$ cat config.mk
export PLATFORM = sky130hd
export DESIGN_NAME = raster_timing_gen
export DESIGN_NICKNAME = d
export VERILOG_FILES = /design/src/rtl/raster_pkg.sv /design/src/rtl/raster_regs.sv /design/src/rtl/raster_axis.sv /design/src/rtl/raster_out.sv /design/src/rtl/raster_timing_gen.sv
export SDC_FILE = /design/constraint.sdc
export NUM_CORES = 1
export LEC_CHECK = 0
export BUFFER_PORTS_ARGS = -buffer_cell sky130_fd_sc_hd__buf_2
export CAP_MARGIN = 20
export CORE_MARGIN = 2
export CORE_UTILIZATION = 60
export DETAILED_ROUTE_END_ITERATION = 16
export PLACE_DENSITY = 0.92
export SLEW_MARGIN = 5
export SYNTH_ARGS = -nofsm -noshare
export SYNTH_HDL_FRONTEND = slang
export SYNTH_HIERARCHICAL = 1
export SYNTH_SLANG_ARGS = --single-unit
$ cat constraint.sdc
create_clock -name clk -period 5.55 [get_ports clk]
set_clock_uncertainty 0.15 [all_clocks]
set_input_delay 0.555 -clock clk [delete_from_list [all_inputs] [get_ports clk]]
set_output_delay 0.555 -clock clk [all_outputs]
set_load 0.02 [all_outputs]
$ cat src/rtl/raster_pkg.sv
package raster_pkg;

  localparam int unsigned POS_W  = 12;
  localparam int unsigned DATA_W = 32;
  localparam int unsigned HI_LSB = 16;
  localparam int unsigned ADDR_W = 3;
  localparam int unsigned STS_BIT = 5;
  localparam int unsigned CFG_W  = 5;

  typedef logic [POS_W-1:0] pos_t;
  typedef logic [POS_W:0]   wpos_t;

  // Per-axis timing set as software stored it (encoding untouched).
  typedef struct packed {
    pos_t last;     // total minus one
    pos_t de_last;  // active minus one
    pos_t sync_a;   // sync start field (axis-specific encoding)
    pos_t sync_b;   // sync end field (raw)
  } axis_cfg_t;

  typedef struct packed {
    logic sts;
    logic ien;
    logic ilace;
    logic vneg;
    logic hneg;
    logic run;
  } ctrl_t;

  typedef enum logic [ADDR_W-1:0] {
    A_CTRL  = 3'd0,
    A_DRIVE = 3'd1,
    A_HEXT  = 3'd2,
    A_HSYN  = 3'd3,
    A_VEXT  = 3'd4,
    A_VSYN  = 3'd5
  } reg_addr_e;

  function automatic wpos_t widen(input pos_t v);
    return {1'b0, v};
  endfunction

  function automatic wpos_t plus_one(input pos_t v);
    return {1'b0, v} + wpos_t'(1);
  endfunction

  // Half-open window [lo, hi) on a widened scale.
  function automatic logic in_span(input pos_t p, input wpos_t lo, input wpos_t hi);
    return (widen(p) >= lo) && (widen(p) < hi);
  endfunction

  // Active region 0..last_m1 inclusive.
  function automatic logic in_active(input pos_t p, input pos_t last_m1);
    return p <= last_m1;
  endfunction

  function automatic logic [DATA_W-1:0] pack_pair(input pos_t lo, input pos_t hi);
    logic [DATA_W-1:0] r;
    r = '0;
    r[POS_W-1:0]       = lo;
    r[HI_LSB +: POS_W] = hi;
    return r;
  endfunction

endpackage

$ cat src/rtl/raster_regs.sv
module raster_regs
  import raster_pkg::*;
(
  input  logic              clk,
  input  logic              rst_n,
  input  logic              wr_en,
  input  logic [ADDR_W-1:0] addr,
  input  logic [DATA_W-1:0] wdata,
  output logic [DATA_W-1:0] rdata,
  input  logic              vbl_set,
  output ctrl_t             ctrl,
  output logic              dac_en,
  output axis_cfg_t         hcfg,
  output axis_cfg_t         vcfg
);

  logic [CFG_W-1:0] cfg_q;
  logic             sts_q;
  logic             drive_q;
  axis_cfg_t        hcfg_q, vcfg_q;
  reg_addr_e        sel;
  logic             ctrl_wr;
  logic             sts_clr;
  logic             unused_wbits;

  assign sel     = reg_addr_e'(addr);
  assign ctrl_wr = wr_en && (sel == A_CTRL);
  assign sts_clr = ctrl_wr && wdata[STS_BIT];
  assign unused_wbits = ^wdata;

  always_ff @(posedge clk or negedge rst_n) begin
    if (!rst_n) begin
      cfg_q   <= '0;
      drive_q <= 1'b0;
      hcfg_q  <= '0;
      vcfg_q  <= '0;
    end else if (wr_en) begin
      case (sel)
        A_CTRL:  cfg_q   <= wdata[CFG_W-1:0];
        A_DRIVE: drive_q <= wdata[0];
        A_HEXT: begin
          hcfg_q.last    <= wdata[POS_W-1:0];
          hcfg_q.de_last <= wdata[HI_LSB +: POS_W];
        end
        A_HSYN: begin
          hcfg_q.sync_a <= wdata[POS_W-1:0];
          hcfg_q.sync_b <= wdata[HI_LSB +: POS_W];
        end
        A_VEXT: begin
          vcfg_q.last    <= wdata[POS_W-1:0];
          vcfg_q.de_last <= wdata[HI_LSB +: POS_W];
        end
        A_VSYN: begin
          vcfg_q.sync_a <= wdata[POS_W-1:0];
          vcfg_q.sync_b <= wdata[HI_LSB +: POS_W];
        end
        default: ;
      endcase
    end
  end

  // Status: a set event wins over a simultaneous write-one clear.
  always_ff @(posedge clk or negedge rst_n) begin
    if (!rst_n)       sts_q <= 1'b0;
    else if (vbl_set) sts_q <= 1'b1;
    else if (sts_clr) sts_q <= 1'b0;
  end

  assign ctrl   = {sts_q, cfg_q};
  assign dac_en = drive_q;
  assign hcfg   = hcfg_q;
  assign vcfg   = vcfg_q;

  always_comb begin
    rdata = '0;
    case (sel)
      A_CTRL:  rdata = DATA_W'(ctrl);
      A_DRIVE: rdata = DATA_W'(drive_q);
      A_HEXT:  rdata = pack_pair(hcfg_q.last,   hcfg_q.de_last);
      A_HSYN:  rdata = pack_pair(hcfg_q.sync_a, hcfg_q.sync_b);
      A_VEXT:  rdata = pack_pair(vcfg_q.last,   vcfg_q.de_last);
      A_VSYN:  rdata = pack_pair(vcfg_q.sync_a, vcfg_q.sync_b);
      default: rdata = '0;
    endcase
  end

  assert_sts_sets_R7: assert property (@(posedge clk) disable iff (!rst_n)
    vbl_set |=> ctrl.sts);

  assert_w1c_clears_R8: assert property (@(posedge clk) disable iff (!rst_n)
    (sts_clr && !vbl_set) |=> !ctrl.sts);

  assert_sts_holds_R8: assert property (@(posedge clk) disable iff (!rst_n)
    (!sts_clr && !vbl_set) |=> (ctrl.sts == $past(ctrl.sts)));

endmodule

$ cat src/rtl/raster_axis.sv
module raster_axis
  import raster_pkg::*;
(
  input  logic clk,
  input  logic rst_n,
  input  logic en,
  input  logic adv,
  input  pos_t last,
  output pos_t cnt,
  output logic wrap
);

  pos_t cnt_q;

  // >= rather than == so that shrinking the total mid-frame cannot run away.
  assign wrap = en && adv && (cnt_q >= last);
  assign cnt  = cnt_q;

  always_ff @(posedge clk or negedge rst_n) begin
    if (!rst_n)    cnt_q <= '0;
    else if (!en)  cnt_q <= '0;
    else if (wrap) cnt_q <= '0;
    else if (adv)  cnt_q <= cnt_q + pos_t'(1);
  end

  assert_hold_zero_R9: assert property (@(posedge clk) disable iff (!rst_n)
    !en |=> (cnt == '0));

  assert_step_R2: assert property (@(posedge clk) disable iff (!rst_n)
    (en && adv && !wrap) |=> (cnt == pos_t'($past(cnt) + pos_t'(1))));

  assert_wrap_zero_R2: assert property (@(posedge clk) disable iff (!rst_n)
    wrap |=> (cnt == '0));

endmodule

$ cat src/rtl/raster_out.sv
module raster_out
  import raster_pkg::*;
(
  input  logic      clk,
  input  logic      rst_n,
  input  ctrl_t     ctrl,
  input  logic      dac_en,
  input  axis_cfg_t hcfg,
  input  axis_cfg_t vcfg,
  input  pos_t      hcnt,
  input  pos_t      vcnt,
  output logic      de_o,
  output logic      hsync_o,
  output logic      vsync_o
);

  logic drive;
  logic h_act, v_act;
  logic hs_win, vs_win;
  logic unused_cfg;

  assign unused_cfg = ^{ctrl.sts, ctrl.ien, ctrl.ilace, hcfg.last, vcfg.last};

  assign drive  = ctrl.run && dac_en;
  assign h_act  = in_active(hcnt, hcfg.de_last);
  assign v_act  = in_active(vcnt, vcfg.de_last);
  // Horizontal start is stored minus one; vertical start is raw.
  assign hs_win = in_span(hcnt, plus_one(hcfg.sync_a), widen(hcfg.sync_b));
  assign vs_win = in_span(vcnt, widen(vcfg.sync_a),    widen(vcfg.sync_b));

  assign de_o    = drive && h_act && v_act;
  assign hsync_o = (drive && hs_win) ^ ctrl.hneg;
  assign vsync_o = (drive && vs_win) ^ ctrl.vneg;

  assert_idle_when_stopped_R9: assert property (@(posedge clk) disable iff (!rst_n)
    !ctrl.run |-> (!de_o && (hsync_o == ctrl.hneg) && (vsync_o == ctrl.vneg)));

  assert_de_needs_drive_R10: assert property (@(posedge clk) disable iff (!rst_n)
    de_o |-> dac_en);

  assert_sync_idle_undriven_R10: assert property (@(posedge clk) disable iff (!rst_n)
    !dac_en |-> ((hsync_o == ctrl.hneg) && (vsync_o == ctrl.vneg)));

endmodule

$ cat src/rtl/raster_timing_gen.sv
module raster_timing_gen
  import raster_pkg::*;
(
  input  logic              clk,
  input  logic              rst_n,
  input  logic              bus_we,
  input  logic [ADDR_W-1:0] bus_addr,
  input  logic [DATA_W-1:0] bus_wdata,
  output logic [DATA_W-1:0] bus_rdata,
  output logic              de_o,
  output logic              hsync_o,
  output logic              vsync_o,
  output logic              field_o,
  output logic              irq_o
);

  ctrl_t     ctrl;
  logic      dac_en;
  axis_cfg_t hcfg, vcfg;
  pos_t      hcnt, vcnt;
  logic      line_end;   // horizontal wrap event
  logic      frame_end;  // vertical wrap event
  logic      vbl_set;    // first line after the active region begins
  logic      field_q;

  raster_regs u_regs (
    .clk     (clk),
    .rst_n   (rst_n),
    .wr_en   (bus_we),
    .addr    (bus_addr),
    .wdata   (bus_wdata),
    .rdata   (bus_rdata),
    .vbl_set (vbl_set),
    .ctrl    (ctrl),
    .dac_en  (dac_en),
    .hcfg    (hcfg),
    .vcfg    (vcfg)
  );

  raster_axis u_hcnt (
    .clk   (clk),
    .rst_n (rst_n),
    .en    (ctrl.run),
    .adv   (1'b1),
    .last  (hcfg.last),
    .cnt   (hcnt),
    .wrap  (line_end)
  );

  raster_axis u_vcnt (
    .clk   (clk),
    .rst_n (rst_n),
    .en    (ctrl.run),
    .adv   (line_end),
    .last  (vcfg.last),
    .cnt   (vcnt),
    .wrap  (frame_end)
  );

  raster_out u_out (
    .clk     (clk),
    .rst_n   (rst_n),
    .ctrl    (ctrl),
    .dac_en  (dac_en),
    .hcfg    (hcfg),
    .vcfg    (vcfg),
    .hcnt    (hcnt),
    .vcnt    (vcnt),
    .de_o    (de_o),
    .hsync_o (hsync_o),
    .vsync_o (vsync_o)
  );

  assign vbl_set = line_end && (vcnt == vcfg.de_last);

  always_ff @(posedge clk or negedge rst_n) begin
    if (!rst_n)                      field_q <= 1'b0;
    else if (!ctrl.run || !ctrl.ilace) field_q <= 1'b0;
    else if (frame_end)              field_q <= ~field_q;
  end

  assign field_o = field_q;
  assign irq_o   = ctrl.sts && ctrl.ien;

  assert_field_toggles_R11: assert property (@(posedge clk) disable iff (!rst_n)
    (frame_end && ctrl.run && ctrl.ilace) |=> (field_o != $past(field_o)));

  assert_field_steady_R11: assert property (@(posedge clk) disable iff (!rst_n)
    (!frame_end && ctrl.run && ctrl.ilace) |=> $stable(field_o));

  assert_no_set_stopped_R9: assert property (@(posedge clk) disable iff (!rst_n)
    !ctrl.run |-> !vbl_set);

endmodule

-- Word-level counts from Yosys, hierarchy flattened
Cells that the tools add are included.
- register bits after elaboration: 128
- input bits: 38
- output and inout port bits: 37
- logic and storage cells: 71
- add/subtract/negate cells: 3
- magnitude comparators: 8
- equality and inequality tests: 7
- muxes and demuxes: 10
- bitwise logic cells: 3
- reductions and logical operators: 26
- operators with widths (operator ; number):
    28-bit case mux with 6 select lines ; 1
    12-bit 2-to-1 mux ; 5
    12-bit >= comparator ; 3
    12-bit by 1-bit adder with 12-bit output, second input constant ; 2
    12-bit <= comparator ; 2
    12-bit < comparator ; 2
    1-bit logical AND ; 14
    12-bit by 1-bit adder with 13-bit output, second input constant ; 1
    12-bit by 13-bit >= comparator with 1-bit output ; 1
    12-bit equality test ; 1
    2-bit AND reduction ; 6
    3-bit by 2-bit equality test with 1-bit output, second input constant ; 2
    3-bit equality test, second input constant ; 2
    1-bit 2-to-1 mux ; 4
    2-bit nonzero test ; 2
    3-bit by 1-bit equality test with 1-bit output, second input constant ; 1
    3-bit zero test ; 1
    3-bit != test, second input constant ; 1
    1-bit zero test ; 2
    1-bit bitwise XOR ; 2
    1-bit logical OR ; 1
    1-bit inverter ; 1

-- Longest topological paths before layout
Gate-level depths: netlist of run 1.
- depth after elaboration: 6
- gate-level depth with buffers: 12
- mapped depth without buffers: 11

-- Hierarchy
Netlist of run 1, hierarchy kept.
- by module, submodules not included (module ; instances ; cells each ; area an instance (µm²) ; seq. area each (µm²)):
    raster_regs ; 1 ; 333 ; 4787.1 ; 2577.5
    raster_axis ; 2 ; 112 ; 962.2 ; 300.3
    raster_out ; 1 ; 259 ; 1899.3 ; 0.0
    raster_timing_gen ; 1 ; 22 ; 188.9 ; 25.0

-- Worst setup path after synthesis of run 1
OpenSTA, ideal clock, no wires.
- kind: reg-to-output
- from: register u_regs.hcfg_q, in the netlist u_regs/hcfg[14]
- to: output hsync_o
- data arrival time: 2.556 ns
- data required time: 4.845 ns
- setup slack: 2.289 ns
- cell stages (with the launch flop): 12
- buffers on the path: 0
- path through: dfrtp_1 -> and3_1 -> and2_4 -> and3_4 -> nand4_1 -> xor2_1 -> ha_1 -> a21o_1 -> a211o_1 -> a221oi_1 -> nor4_2 -> xor2_1
- word-level cells in the longest chain between the ends: 5
- ends and longest elaborated chain (what ; line ; text):
    from (decl) ; raster_regs.sv:20 ; axis_cfg_t hcfg_q, vcfg_q;
    12-bit by 1-bit adder with 13-bit output ; raster_pkg.sv:44 ; return {1'b0, v} + wpos_t'(1);
    12-bit by 13-bit >= comparator with 1-bit output ; raster_pkg.sv:49 ; return (widen(p) >= lo) && (widen(p) < hi);
    1-bit logical AND ; raster_pkg.sv:49 ;
    1-bit logical AND ; raster_out.sv:32 ; assign hsync_o = (drive && hs_win) ^ ctrl.hneg;
    1-bit bitwise XOR ; raster_out.sv:32 ;
    to (decl) ; raster_timing_gen.sv:11 ; output logic hsync_o,
No other way between the ends.

-- Final worst setup path of run 1
Same ends and word-level chain as after synthesis.

==> impl_metrics.json, run 1 <==
{
  "clk_pin_slew_ns": 0.06,
  "rrSetupSlack_ns": 2.21,
  "finalPower_mw": 3.31,
  "synth_ff_type": "dfrtp_1",
  "synth_fa_ha_area_frac": 0.138,
  "post-cts-setup-buffers": 0,
  "drive_gt1_frac": 0.230,
  "max_freq_ghz": 0.243,
  "grt_max_degree": 87,
  "fin_setup_tns_ns": 0,
  "r2r-end": "u_vcnt/cnt[2]",
  "min_to": "u_regs/vcfg[25]",
  "wl_per_cell_um": 21.3,
  "first_global_vias": 7192,
  "clockBufferDepth": 2,
  "netlist-cell-type-count": 57,
  "initialDrtViolationCount": 674,
  "die-height_um": 125,
  "dieArea_um2": 15700,
  "clock-root-buffer": "clkbuf_16",
  "holdBufCountCts": 0,
  "fill_cells": 996,
  "synth_top_family_by_area": "multiplexers",
  "grt_overflow": 0,
  "numCtsBuffers": 17,
  "port_buffers": 58,
  "dr_total_vias": 7006,
  "ys_seq_area_frac": 0.364,
  "num_rows": 44,
  "rsz0062_at_grt": "no",
  "endpoint_kind": "output pin",
  "slew_headroom": 0.327,
  "hold_start": "bus_wdata[17]",
  "io_pins": 75,
  "htree_levels": 4,
  "synthXorXnorAreaFrac": 0.0249,
  "drt.antenna.violating_nets": 0,
  "powerDensity_nw_per_um2": 337,
  "maxCapViolCount": 0,
  "place_hpwl_um": 16300,
  "core_um2": 14400,
  "post-route-period-util": 0.741,
  "diodes": 0,
  "mostFrequentLayoutCells": "128 x dfrtp_1, 97 x ha_1, 89 x inv_1",
  "synth-seq-cells": 128,
  "crit_type": "reg -> out",
  "p_leak_nw": 5.03,
  "grt_pass1_wl_um": 37600,
  "crit_fanout": 6,
  "track_usage": 0.305,
  "synth_compound_area_frac": 0.115,
  "finalSetupViolCount": 0,
  "routed_wl_um": 23400,
  "rr_startpoint": "u_hcnt/cnt[7]",
  "tightest_slew_ns": 1.00,
  "firstDrtPassIters": 5,
  "r2r_cells": 10,
  "gp_congestion": 0.908,
  "die_x_um": 125,
  "finalMaxSlewViolations": 0,
  "synth_area_per_cell_um2": 10.5,
  "syn_area_um2": 8800,
  "fin_crit_ns": 4.11,
  "muxShareOfSynthArea": 0.188,
  "postSynth.asyncResetShare": 1.00,
  "final_nets": 1034,
  "antenna_found_initial": 0,
  "cts_tree": "yes",
  "syn_inst": 838,
  "holdPathStages": 2,
  "drc": 0,
  "synth_simple_gate_area_frac": 0.106,
  "multiInputGateArea_um2": 5080,
  "cts-resized-gates": 0,
  "yosys_warnings": 6,
  "vias_per_cell": 6.39,
  "hp-class": "in -> reg",
  "hold_viol_final": 0,
  "cp.required_ns": 4.85,
  "layout_commonest_cell": "dfrtp_1",
  "seq_area_um2": 3200,
  "status": "completed",
  "worst_setup_path_start_kind": "register",
  "clock-sinks": 128,
  "area_growth_pct": 11.8,
  "synth_edf_count": 0,
  "worst_ir_drop_vdd_mv": 0.278,
  "clk_latency_ns": 0.42,
  "worst_ep_arrival_time_ns": 3.40,
  "start_util": 0.610
}
metrics by stage:
stage	hold slack [ns]	setup slack [ns]	util	area [um^2]	std cells
global placement	0.364	2.18	0.636	9180	1062
finish	0.288	1.44	0.682	9840	1096
global route	0.279	1.30	0.682	9840	1096
CTS	0.234	1.50	0.679	9800	1094
detailed placement	0.372	2.10	0.636	9180	1062
floorplan	0.109	2.29	-	8840	848
flip-flops by register name, summed over array words and instances, names as in the netlist:
name and count:
field_o 1, u_hcnt/cnt 12, u_regs/cfg_q 5, u_regs/dac_en 1, u_regs/hcfg 48, u_regs/sts_q 1, u_regs/vcfg 48, u_vcnt/cnt 12
cells in the mapped netlist, types with 14 or more instances:
library cell / instances / share of area
xnor2_1: 15 / 0.015
a21o_1: 31 / 0.026
mux2_4: 20 / 0.034
mux2_2: 82 / 0.10
a21oi_1: 23 / 0.013
o22ai_1: 19 / 0.014
nand2_1: 38 / 0.016
nand3_1: 14 / 0.0080
buf_2: 14 / 0.0080
o21ai_0: 41 / 0.023
dfrtp_1: 128 / 0.36
ha_1: 97 / 0.14
nand4_1: 17 / 0.012
nor2_1: 20 / 0.0085
inv_1: 89 / 0.038
mux2i_1: 43 / 0.049
nor3_1: 14 / 0.0080
worst max-delay path by stage:
stage | startpoint | cells past startpoint | slack [ns] | end
4_1_cts | u_regs/hcfg[14] | 12 | 1.50 | hsync_o
3_5_place_dp | u_regs/hcfg[14] | 12 | 2.10 | hsync_o
2_1_floorplan | u_regs/hcfg[14] | 11 | 2.29 | hsync_o
3_3_place_gp | u_regs/hcfg[14] | 12 | 2.18 | hsync_o
6_report | u_regs/hcfg[14] | 12 | 1.44 | hsync_o
5_1_grt | u_regs/hcfg[14] | 12 | 1.30 | hsync_o
kinds of logic (layout without fill, tap and decap cells):
| logic type | after synthesis | in the layout |
|---|---|---|
| muxes | 145 | 145 |
| buffers and inverters | 122 | 186 |
| and+or+nand+nor | 164 | 164 |
| other | 2 | 12 |
| xor gates and xnor gates | 25 | 25 |
| adders and majority gates | 97 | 97 |
| DFF | 128 | 128 |
| AOI/OAI and AO/OA | 155 | 155 |
area by class of cell:
class	count	area share
inverters	89	0.0340
well taps	184	0.0234
clock inverters	10	0.0162
repair buffers	65	0.0374
clock buffers	22	0.0472
multi-input cells	598	0.516
flip-flops and latches	128	0.326
report_power, final:
part | switching, mW | internal, mW | total, mW
clock network | 0.409 | 0.773 | 1.18
registers | 0.191 | 1.10 | 1.29
logic | 0.454 | 0.386 | 0.840
total | 1.05 | 2.26 | 3.31
critical path, stage by stage (launching register included):
cell      delay [ns]
dfrtp_1         0.44
and3_1          0.22
and2_4          0.16
and3_4          0.19
nand4_1         0.12
xor2_1          0.18
ha_1            0.32
a21o_1          0.20
a211o_1         0.30
a221oi_1        0.37
nor4_2          0.14
xor2_1          0.16
buf_2           0.18
routing by layer:
metal / share of wire / vias up / GRT usage
met5: 0 / - / 0
met4: 0.055 / 0 / 0.182
met3: 0.075 / 89 / 0.0552
met2: 0.47 / 382 / 0.492
li1: - / 3134 / -
met1: 0.40 / 3401 / 0.385
Power figures use the tool's default switching activity.
==> run 2: changes to the inputs <==
ABC_AREA = 1   (was not set)
clock period = 4.07 ns   (was 5.55 ns; I/O delays follow)
==> impl_metrics.json, run 2 <==
{
  "clock-sinks": 128,
  "worst_setup_path_start_kind": "register",
  "drt.antenna.violating_nets": 0,
  "syn_inst": 1337,
  "worst_ir_drop_vdd_mv": 0.353,
  "tightest_slew_ns": 1.00,
  "post-route-period-util": 0.846,
  "die_x_um": 130,
  "slew_headroom": 0.331,
  "mostFrequentLayoutCells": "396 x nand2_1, 183 x inv_1, 128 x dfrtp_1",
  "antenna_found_initial": 1,
  "grt_pass1_wl_um": 46000,
  "cp.required_ns": 3.51,
  "hold_viol_final": 0,
  "fin_util": 0.685,
  "crit_type": "reg -> out",
  "die-height_um": 130,
  "slowest_stage": "dfrtp_1",
  "port_buffers": 58,
  "synth_ff_type": "dfrtp_1",
  "clk_pin_slew_ns": 0.06,
  "fin_crit_ns": 3.44,
  "hold_start": "bus_wdata[24]",
  "endpoint_kind": "output pin",
  "diodes": 0,
  "p_clk_frac": 0.375,
  "whs_ns": 0.0740,
  "routed_wl_um": 28300,
  "synth_most_common_cell": "nand2_1",
  "synth_edf_count": 0,
  "powerDensity_nw_per_um2": 412,
  "clk_latency_ns": 0.43,
  "first_global_vias": 9240,
  "area_growth_pct": 10.6,
  "yosys_warnings": 6,
  "cts-resized-gates": 0,
  "maxCapViolCount": 0,
  "synthTopCellsByCount": "396 x nand2_1, 183 x inv_1, 128 x dfrtp_1, 113 x nand3_1, 97 x ha_1",
  "gp_congestion": 1.01,
  "core_um2": 15300,
  "ys_seq_area_frac": 0.338,
  "cts_tree": "yes",
  "track_usage": 0.357,
  "synth-seq-cells": 128,
  "netlist-cell-type-count": 36,
  "initialDrtViolationCount": 1219,
  "final_nets": 1513,
  "path_cells": "ha_1 -> nand2_1 -> nor3_1 -> nand4_1 -> xor2_1 -> ha_1 -> and3_1 -> nand2_1 -> inv_1 -> nand2_1 -> nand3_1 -> nand2_1 -> nand2_1 -> nand2_1 -> buf_2",
  "synth.area.top_cells": "dfrtp_1 34%, nand2_1 16%, ha_1 13%",
  "yosys.area.top_type_share": 0.338,
  "place_hpwl_um": 19100,
  "internal_power_mw": 2.86,
  "worst_ep_arrival_time_ns": 2.89,
  "finalMaxSlewViolations": 0,
  "clockBufferDepth": 2,
  "postSynth.asyncResetShare": 1.00,
  "start_util": 0.620,
  "critPathLaunch": "u_regs/hcfg[13]",
  "htree_levels": 4,
  "io_pins": 75,
  "finalSetupViolCount": 0,
  "layout_commonest_cell": "nand2_1",
  "status": "completed",
  "wl_per_cell_um": 17.7,
  "firstDrtPassIters": 6,
  "hp-class": "in -> reg",
  "rsz0062_at_grt": "no",
  "rr_startpoint": "u_hcnt/cnt[5]",
  "switchingPower_mw": 1.46,
  "dr_total_vias": 9593,
  "drc": 0,
  "seqPwrFrac": 0.391,
  "crit_fanout": 4,
  "clock-root-buffer": "clkbuf_16",
  "fill_cells": 1241,
  "drive_gt1_frac": 0.109,
  "crit_top_cell": "nand2_1",
  "p_leak_nw": 5.70,
  "num_rows": 45,
  "yosys.area.top_type": "dfrtp_1",
  "vias_per_cell": 5.99,
  "grt_overflow": 0,
  "pwr-share-comb": 0.234,
  "synth_area_per_cell_um2": 7.10,
  "swShare": 0.339,
  "numCtsBuffers": 17,
  "pre_cts_slack_ns": 1.07,
  "syn_area_um2": 9490,
  "max_freq_ghz": 0.291,
  "max_stage_delay_ns": 0.43,
  "worst_slack_ns": 0.628,
  "grt_max_degree": 76,
  "dieArea_um2": 16800,
  "fin_setup_tns_ns": 0
}
run 2: changes by cell type after synthesis, sizes merged, moves of 19 or more:
cell | before | now
clkbuf | 2 | 23
nor2 | 22 | 85
a21oi | 23 | 42
nand4 | 17 | 38
o22ai | 19 | 0
nand2 | 38 | 409
a21o | 31 | 3
nand3 | 14 | 116
mux2i | 43 | 0
inv | 89 | 195
mux2 | 102 | 0
o21ai | 41 | 133
run 2: layout make-up:
cell class	count	area [um^2]	share of cell area
clock buffers	22	464	0.0442
well taps	211	264	0.0252
clock inverters	10	159	0.0151
flip-flops and latches	128	3200	0.305
repair buffers	67	375	0.0358
inverters	201	754	0.0719
multi-input cells	963	5280	0.503
run 2: per-stage QoR:
stage | std cells | total power [mW] | area, um^2
4_1_cts | 1602 | 4.29 | 10500
5_1_grt | 1602 | 4.53 | 10500
3_3_place_gp | 1569 | 2.59 | 9860
6_report | 1602 | 4.32 | 10500
2_1_floorplan | 1345 | 2.32 | 9520
3_5_place_dp | 1569 | 2.65 | 9860
run 2: metal layers:
layer | part of all wire | vias to the layer above | GRT usage
li1 | - | 4357 | -
met2 | 0.46 | 670 | 0.563
met4 | 0.067 | 2 | 0.218
met3 | 0.11 | 186 | 0.115
met5 | 0.00039 | - | 0
met1 | 0.36 | 4378 | 0.427
run 2: path summary, 6_finish.rpt:
check | to | slack [ns] | depth (start not counted)
setup reg to reg | u_vcnt/cnt[8] | 1.27 | 12
min in group asynchronous | u_regs/hcfg[10] | 0.41 | 2
hold / removal | u_regs/vcfg[8] | 0.07 | 3
setup / recovery | hsync_o | 0.63 | 15
max in group asynchronous | field_o | 2.51 | 3
hold reg to reg | u_regs/vcfg[47] | 0.36 | 2
run 2: critical path, delay by kind of cell (launching register included):
kind          cells  cell delay (ns)
simple gates     10             1.09
fa+ha+maj         2             0.50
flops             1             0.43
xor+xnor          1             0.24
buf+inv           2             0.19
run 2: cells by family (layout without fill, tap and decap cells):
kind of cell	after synthesis	in the layout	share of synthesized area
DFF	128	128	0.338
and+or+nand+nor	658	658	0.310
other	2	10	0.000792
AOI/OAI and AO/OA	181	181	0.0986
xor gates and xnor gates	17	17	0.0157
buffers and inverters	254	300	0.110
adders and majority gates	97	97	0.128
run 2: power by group through the flow:
| stage | combinational [mW] | sequential, mW | clock (mW) |
|---|---|---|---|
| detailed placement | 0.954 | 1.69 | 0 |
| global route | 1.14 | 1.71 | 1.68 |
| floorplan | 0.705 | 1.62 | 0 |
| CTS | 0.985 | 1.68 | 1.63 |
| finish | 1.01 | 1.69 | 1.62 |
| global placement | 0.899 | 1.69 | 0 |
run 2: repair_timing:
action	in CTS	in global routing
endpoints found under the setup margin	0	0
buffers inserted	0	0
hold endpoints to repair	53	0
hold buffers	1	0
